[src/rtl/keyseq_pkg.sv]
package keyseq_pkg;
  typedef enum logic [1:0] {
    MODE_CHAIN = 2'b00,
    MODE_STEP  = 2'b01,
    MODE_SHUF  = 2'b10,
    MODE_STEP2 = 2'b11
  } play_mode_e;

  typedef enum logic [1:0] {
    ST_IDLE  = 2'b00,
    ST_ONE   = 2'b01,
    ST_CHAIN = 2'b10
  } seq_state_e;
endpackage

[src/rtl/keyseq_lfsr.sv]
module keyseq_lfsr #(
  parameter int          W    = 16,
  parameter logic [W-1:0] TAPS = 16'hB400
) (
  input  logic         clk,
  input  logic         rst,
  output logic [W-1:0] q
);
  logic [W-1:0] nxt;

  // Galois form: shift right, fold the output bit into the tap positions
  for (genvar i = 0; i < W; i++) begin : g_bit
    if (i == W - 1) begin : g_top
      assign nxt[i] = TAPS[i] & q[0];
    end else begin : g_mid
      assign nxt[i] = q[i+1] ^ (TAPS[i] & q[0]);
    end
  end

  always_ff @(posedge clk) begin
    if (rst) q <= {{(W-1){1'b0}}, 1'b1};
    else     q <= nxt;
  end
endmodule

[src/rtl/keyseq_pick.sv]
module keyseq_pick #(
  parameter int IDX_W   = 5,
  parameter int LEN_W   = 6,
  parameter int RND_W   = 16,
  parameter int SCALE_W = 8
) (
  input  logic             clk,
  input  logic             rst,
  input  logic [LEN_W-1:0] len_eff,
  input  logic             adv,
  input  logic [RND_W-1:0] rnd,
  output logic [IDX_W-1:0] step_idx,
  output logic [IDX_W-1:0] rand_idx
);
  localparam int PROD_W = SCALE_W + LEN_W;

  logic [IDX_W-1:0]  ptr_q;
  logic [LEN_W-1:0]  ptr_ext;
  logic [PROD_W-1:0] prod;

  assign ptr_ext  = {{(LEN_W-IDX_W){1'b0}}, ptr_q};
  assign step_idx = (ptr_ext >= len_eff) ? '0 : ptr_q;

  // Fractional scaling: top bits of the LFSR times the length, keep the integer part
  assign prod     = PROD_W'(rnd[RND_W-1 -: SCALE_W]) * PROD_W'(len_eff);
  assign rand_idx = prod[SCALE_W +: IDX_W];

  always_ff @(posedge clk) begin
    if (rst) begin
      ptr_q <= '0;
    end else if (adv) begin
      if ({{(LEN_W-IDX_W){1'b0}}, step_idx} >= len_eff - LEN_W'(1)) ptr_q <= '0;
      else                                                           ptr_q <= step_idx + IDX_W'(1);
    end
  end
endmodule

[src/rtl/keyseq_ctrl.sv]
module keyseq_ctrl
  import keyseq_pkg::*;
#(
  parameter int IDX_W = 5,
  parameter int LEN_W = 6
) (
  input  logic             clk,
  input  logic             rst,
  input  logic             key_i,
  input  logic             done_i,
  input  logic [1:0]       mode_i,
  input  logic             toggle_i,
  input  logic [LEN_W-1:0] len_eff,
  input  logic [IDX_W-1:0] step_idx,
  input  logic [IDX_W-1:0] rand_idx,
  output logic             start_o,
  output logic             stop_o,
  output logic [IDX_W-1:0] idx_o,
  output logic             adv_o,
  output logic             active_o,
  output logic             chain_o
);
  seq_state_e       state_q, state_d;
  logic             start_d, stop_d;
  logic [IDX_W-1:0] idx_d;
  logic             at_last;
  play_mode_e       md;

  assign md       = play_mode_e'(mode_i);
  assign at_last  = ({{(LEN_W-IDX_W){1'b0}}, idx_o} >= len_eff - LEN_W'(1));
  assign active_o = (state_q != ST_IDLE);
  assign chain_o  = (state_q == ST_CHAIN);

  always_comb begin
    state_d = state_q;
    start_d = 1'b0;
    stop_d  = 1'b0;
    idx_d   = idx_o;
    adv_o   = 1'b0;
    if (state_q == ST_IDLE) begin
      if (key_i) begin
        start_d = 1'b1;
        unique case (md)
          MODE_CHAIN: begin
            idx_d   = '0;
            state_d = ST_CHAIN;
          end
          MODE_SHUF: begin
            idx_d   = rand_idx;
            state_d = ST_ONE;
          end
          default: begin
            idx_d   = step_idx;
            adv_o   = 1'b1;
            state_d = ST_ONE;
          end
        endcase
      end
    end else if (key_i && toggle_i) begin
      stop_d  = 1'b1;
      state_d = ST_IDLE;
    end else if (done_i) begin
      if (state_q == ST_CHAIN && !at_last) begin
        start_d = 1'b1;
        idx_d   = idx_o + IDX_W'(1);
      end else begin
        state_d = ST_IDLE;
      end
    end
  end

  always_ff @(posedge clk) begin
    if (rst) begin
      state_q <= ST_IDLE;
      start_o <= 1'b0;
      stop_o  <= 1'b0;
      idx_o   <= '0;
    end else begin
      state_q <= state_d;
      start_o <= start_d;
      stop_o  <= stop_d;
      idx_o   <= idx_d;
    end
  end
endmodule

[src/rtl/keyseq_top.sv]
module keyseq_top #(
  parameter int IDX_W   = 5,
  parameter int RND_W   = 16,
  parameter int SCALE_W = 8
) (
  input  logic                clk,
  input  logic                rst,
  input  logic                key_pulse,
  input  logic                play_done,
  input  logic [1:0]          mode,
  input  logic [IDX_W:0]      list_len,
  input  logic                toggle_en,
  output logic                start_o,
  output logic [IDX_W-1:0]    start_idx,
  output logic                stop_o
);
  localparam int LEN_W   = IDX_W + 1;
  localparam int MAX_LEN = 1 << IDX_W;

  logic [LEN_W-1:0] len_eff;
  logic [RND_W-1:0] rnd;
  logic [IDX_W-1:0] step_idx, rand_idx;
  logic             adv, seq_active, seq_chain;

  always_comb begin
    if (list_len == '0)                    len_eff = LEN_W'(1);
    else if (list_len > LEN_W'(MAX_LEN))   len_eff = LEN_W'(MAX_LEN);
    else                                   len_eff = list_len;
  end

  keyseq_lfsr #(.W(RND_W)) lfsr_i (
    .clk (clk), .rst (rst), .q (rnd)
  );

  keyseq_pick #(.IDX_W(IDX_W), .LEN_W(LEN_W), .RND_W(RND_W), .SCALE_W(SCALE_W)) pick_i (
    .clk      (clk),
    .rst      (rst),
    .len_eff  (len_eff),
    .adv      (adv),
    .rnd      (rnd),
    .step_idx (step_idx),
    .rand_idx (rand_idx)
  );

  keyseq_ctrl #(.IDX_W(IDX_W), .LEN_W(LEN_W)) ctrl_i (
    .clk      (clk),
    .rst      (rst),
    .key_i    (key_pulse),
    .done_i   (play_done),
    .mode_i   (mode),
    .toggle_i (toggle_en),
    .len_eff  (len_eff),
    .step_idx (step_idx),
    .rand_idx (rand_idx),
    .start_o  (start_o),
    .stop_o   (stop_o),
    .idx_o    (start_idx),
    .adv_o    (adv),
    .active_o (seq_active),
    .chain_o  (seq_chain)
  );
endmodule

[config.mk]
export PLATFORM = sky130hd
export DESIGN_NAME = keyseq_top
export DESIGN_NICKNAME = d
export VERILOG_FILES = /design/src/rtl/keyseq_pkg.sv /design/src/rtl/keyseq_lfsr.sv /design/src/rtl/keyseq_pick.sv /design/src/rtl/keyseq_ctrl.sv /design/src/rtl/keyseq_top.sv
export SDC_FILE = /design/constraint.sdc
export NUM_CORES = 1
export LEC_CHECK = 0
export ABC_AREA = 1
export BUFFER_PORTS_ARGS = -buffer_cell sky130_fd_sc_hd__buf_2
export CAP_MARGIN = 10
export CELL_PAD_IN_SITES_DETAIL_PLACEMENT = 0
export CELL_PAD_IN_SITES_GLOBAL_PLACEMENT = 1
export CORE_AREA = 2 2 95 97
export CTS_BUF_LIST = sky130_fd_sc_hd__clkbuf_4
export DETAILED_ROUTE_END_ITERATION = 8
export DIE_AREA = 0 0 97 99
export PLACE_DENSITY_LB_ADDON = 0.15
export SLEW_MARGIN = 20
export SYNTH_ARGS = -nofsm -noshare
export SYNTH_HDL_FRONTEND = slang
export SYNTH_SLANG_ARGS = --single-unit
[constraint.sdc]
create_clock -name clk -period 5.1 [get_ports clk]
set_clock_uncertainty 0.2 [all_clocks]
set_input_delay 0.255 -clock clk [delete_from_list [all_inputs] [get_ports clk]]
set_output_delay 0.255 -clock clk [all_outputs]
set_load 0.02 [all_outputs]
Yosys cells after proc, flatten, opt, wreduce, memory -nomap -nowiden

Cells that the tools add are included.

Add/sub/neg operators: 3
$mul: 1
Order comparisons: 4
Equality and inequality tests: 5
Mux-type cells: 25
Bitwise gates (word level): 3
Reductions and logical operators: 13

Operators by type and width:

| kind                  | count |
|---|---|
| $mux W5               | 7 |
| $ge A5 B6 Y1          | 3 |
| $mul A8 B6 Y13        | 1 |
| $mux W2               | 6 |
| $mux W6               | 2 |
| $add A5 B1 Y5 const B | 2 |
| $pmux W5 S2           | 1 |
| $mux W1               | 9 |
| $gt A6 B6 Y1 const B  | 1 |
| $logic_not A6 Y1      | 1 |
| $sub A6 B1 Y6 const B | 1 |
| $eq A2 B2 Y1 const B  | 2 |
| $logic_not A2 Y1      | 2 |
| $reduce_and A4 Y1     | 1 |
| $reduce_bool A2 Y1    | 2 |
| $reduce_or A2 Y1      | 2 |
| $ne A3 B1 Y1 const B  | 1 |
| $reduce_and A3 Y1     | 1 |
| $reduce_bool A3 Y1    | 1 |
| $xor A1 B1 Y1         | 3 |
| $logic_and A1 B1 Y1   | 2 |
| $ne A2 B1 Y1 const B  | 1 |
| $ne A2 B2 Y1 const B  | 1 |
| $logic_not A1 Y1      | 1 |

Register bits: 30
Input bits: 13
Output and inout port bits: 7
Word-level logic and storage cells: 60

Logic depth before layout (Yosys ltp)

Depth after elaboration: 11
Gate-level depth with buffers: 23
Gate-level depth less buffers: 22

By module

Synthesis repeated with hierarchy kept, for this count alone.

Cells, all modules: 513
Area total of the unflattened synthesis: 3,497.1 µm²

By module, submodules not included:

| module      | instances | cells each | area each (µm²) | sequential area each (µm²) |
|---|---|---|---|---|
| keyseq_pick | 1         | 305        | 2,057.0         | 100.1 |
| keyseq_ctrl | 1         | 126        | 804.5           | 180.2 |
| keyseq_lfsr | 1         | 68         | 578.1           | 320.3 |
| keyseq_top  | 1         | 14         | 57.6            | 0.0 |

Least setup slack after synthesis

OpenSTA, ideal clock, no wires.

Path type: input to register
From: input list_len[5]
To: register ctrl_i.idx_o[3]
Data arrival time: 3.627 ns
Data required time: 4.830 ns
Slack: 1.203 ns
Stages: 20
Path buffers: 1
Cell sequence: buf_6 > nor2_1 > inv_1 > nor2_1 > fa_1 > fa_1 > inv_1 > fa_1 > inv_1 > ha_1 > a21o_1 > inv_1 > o21bai_1 > a21oi_1 > nand2_1 > nand2_1 > nand3_1 > nand2_1 > nand2_1 > a21oi_1

Cells in the longest elaborated chain, start to end: 9
Elaborated cells on any way between the ends: 16
Those cells by class: 1 x add/sub; 1 x mul; 3 x order compare; 6 x mux; 5 x reduce/logical

RTL lines:

| element                                                                | line              | text |
|---|---|---|
| start: declaration                                                     | keyseq_top.sv:11  | `input logic [IDX_W:0] list_len,` |
| $gt A6 B6 Y1                                                           | keyseq_top.sv:27  | `else if (list_len > LEN_W'(MAX_LEN)) len_eff = LEN_W'(MAX_LEN);` |
| $mux W6                                                                | keyseq_top.sv:27  |  |
| $mux W6 (*)                                                            | keyseq_top.sv:26  | `if (list_len == '0) len_eff = LEN_W'(1);` |
| parallel branches: the longest is 6 deep, another holds $mul A8 B6 Y13 | n/a               |  |
| end signal: assignment                                                 | keyseq_ctrl.sv:82 | `idx_o <= idx_d;` |
| end: declaration                                                       | keyseq_ctrl.sv:18 | `output logic [IDX_W-1:0] idx_o,` |

Every way passes the cells marked *. The select of a mux whose other input is x is not followed.
A chain may end at the register's enable or synchronous reset.

Worst setup path after layout

From: input list_len[5]
To: register ctrl_i.idx_o[4]

The elaborated chain is that of the path after synthesis.

==> qor.yml <==
cells_and_area:
  multi_input_area_sq_mm: 0.002073
  regArea_sq_um: 600.6
  fin_nets: 504
  nFillCells: 896
  syn_to_final_growth_pct: 9.356
  drive_gt1_share_pct: 10.83
  fin_area_sq_mm: 0.003291
  fin_util_pct: 38.48
  diodes: 0
critical_path:
  crit_chain: "buf_2, inv_2, nand2_1, nand2_1, clkinv_1, nor2_1, fa_1, inv_1, fa_1, fa_1, inv_1, ha_1, a21oi_1, o21a_1, nand2_1, nand2_1, nand3_1, nand2_1, nand3_1, nand2_1, nand2_1, a21oi_2"
  critPathKind: "input port to register"
  critPathMostFrequentCell: "nand2_1"
  cpMaxStageDelayCell: "fa_1"
  arrival_ns: 4.16
  start_kind: "input port"
  max_stage_delay_ns: 0.56
  crit_fanout: 12
  critical_path.endpoint_type: "register"
  required_ns: 5.19
clocking:
  cts.sinks: 30
  clock_path_buffers: 2
  worst_skew_pair.late_latency_ns: 0.34
  numCtsBuffers: 5
  cts_root_buffer: "clkbuf_4"
  htreeDepth: 2
  cts_tree: "built"
  path_clk_slew_ns: 0.11
logic_synthesis:
  synth_nets: 480
  synth_async_sr_flop_share_pct: 0
  syn_inst: 409
  synth_edf_count: 0
  synth_top_area_share_pct: 19.96
  ys_seq_area_share_pct: 19.96
  syn_area_per_cell_sq_um: 7.357
  netlist_area_sq_mm: 0.003009
  synthFlopType: "dfxtp_1"
  ys_seq_elements: 30
  synth_area_leaders: "dfxtp_1, fa_1, ha_1"
  ys_warn_count: 0
  synth_top_area_cell: "dfxtp_1"
  ys_types: 39
detailed_routing:
  drtAntennaViolNets: 0
  drt_iter0_drc: 70
  drt_first_pass_iters: 4
  vias: 2538
  drcViolationCount: 0
  drt-total-wl_um: 7174
  via_per_inst: 4.683
  routedWlPerCell_um: 13.24
power:
  power_density_mw_per_mm2: 230.4
  power.total_uw: 758.2
  ir_worst_vdd_mv: 0.1948
  leakage_nw: 1.727
floorplan:
  dieWidth_um: 97
  row_count: 34
  initial_utilization_pct: 35.19
  io_pins: 20
  chipHeight_um: 99
  core-area_sq_mm: 0.008551
  die_area_sq_mm: 0.009603
sta:
  setup_viol_count_final: 0
  clock.fmax_mhz: 245.7
  fin_tns_setup_ns: 0
  fin_ws_ns: 1.030
  slew_headroom_pct: 68.51
  rsz0062_at_grt: "no"
  tightest_slew_ns: 0.4724
  hold_violations: 0
  period_needed_ns: 4.070
  maxSlewViolCount: 0
  period_share_pct: 79.80
global_routing:
  grt_max_degree: 24
  antenna_found_initial: 0
  grtUsageTotal_pct: 16.31
  grt_pass1_vias: 2535
  gr-total-overflow: 0
  grt_pass1_wl_um: 12640
placed_design:
  gp_congestion: 0.8331
  placed_area_sq_mm: 0.003227
  portBuffers: 19
  pre_cts_ws_ns: 0.6052
  place_hpwl_um: 5900
min_path:
  hp-class: "input port to register"
run:
  drv_cap: 0
status:
  status: "complete, no violations"
==> metal layers <==
layer  wire length (um)  global-route usage (%)  vias to the layer above
met5                  0                       0                        -
met4                 97                   4.009                        0
met3                281                   2.766                        7
met2               3018                   24.79                       45
met1               3777                   24.11                     1154
li1                   -                       -                     1332
==> worst paths after layout <==
check / depth (start not counted) / slack (ns) / endpoint / from
worst min-delay path: 3 / 0.03 / ctrl_i.stop_o / key_pulse
worst min register to register: 2 / 0.21 / lfsr_i.q[1] / lfsr_i.q[2]
worst max register to register: 17 / 1.24 / ctrl_i.idx_o[4] / lfsr_i.q[13]
worst max-delay path: 22 / 1.03 / ctrl_i.idx_o[4] / list_len[5]
==> cells in the mapped netlist, drive strengths merged, types with 3 or more instances <==
library cell	count
dfxtp	30
fa	23
o21bai	3
clkbuf	3
xor2	5
inv	81
a21o	3
ha	35
nand4	6
or2	3
nand2	71
a21oi	26
nand3	24
nor3	3
o21ai	14
nor2	65
==> report_power, final <==
group	total, mW	internal [mW]	switching, mW
clock network	0.144	0.0571	0.0874
logic	0.326	0.115	0.211
registers	0.288	0.260	0.0280
total	0.758	0.432	0.326
==> layout make-up <==
| cell class | count | area share, % |
|---|---|---|
| flip-flops and latches | 30 | 18.25 |
| well taps | 108 | 4.106 |
| clock inverters | 2 | 0.2662 |
| inverters | 82 | 9.354 |
| clock buffers | 6 | 1.369 |
| repair buffers | 22 | 3.650 |
| multi-input cells | 292 | 63.00 |
==> critical path, delay by kind of cell <==
family / cells / cell delay, ns
adder cells (fa/ha/maj): 4 / 1.74
AND/OR/NAND/NOR: 10 / 0.98
buffers and inverters: 5 / 0.77
AO/OA/AOI/OAI: 3 / 0.40
==> registers in the layout, indices dropped and copies added (netlist names) <==
name,cells
ctrl_i.idx_o,5
ctrl_i.start_o,1
ctrl_i.state_q,2
ctrl_i.stop_o,1
lfsr_i.q,16
pick_i.ptr_q,5
==> cell families after synthesis <==
family | Yosys count | synth area share (%)
compound gates | 55 | 11.64
xor+xnor | 7 | 2.037
fa+ha+maj | 58 | 29.85
buf+inv | 87 | 11.14
flops | 30 | 19.96
simple gates | 172 | 25.36
==> timing repair <==
| action | CTS | global route |
|---|---|---|
| hold endpoints to repair | 1 | 0 |
| hold buffers | 1 | 0 |
| setup buffers | 0 | 0 |
| resized for setup | 0 | 0 |
==> placed cells by master, fill, tap and decap left out, types with 5 or more instances in the layout <==
master | netlist | layout
inv_1 | 80 | 80
nand2_1 | 69 | 69
nor2_1 | 59 | 59
ha_1 | 35 | 35
dfxtp_1 | 30 | 30
a21oi_1 | 24 | 24
fa_1 | 23 | 23
nand3_1 | 22 | 22
buf_2 | 1 | 19
o21ai_0 | 10 | 10
nand4_1 | 6 | 6
clkbuf_4 | 0 | 6
xor2_1 | 5 | 5
==> stage by stage <==
stage	std cells	hold WS [ns]
final	542	0.03230
after global routing	542	0.02826
after CTS	542	0.007686
after detailed placement	533	0.1936
after global placement	533	0.1923
after floorplan	409	0.1335
(Power assumes the default switching activity.)
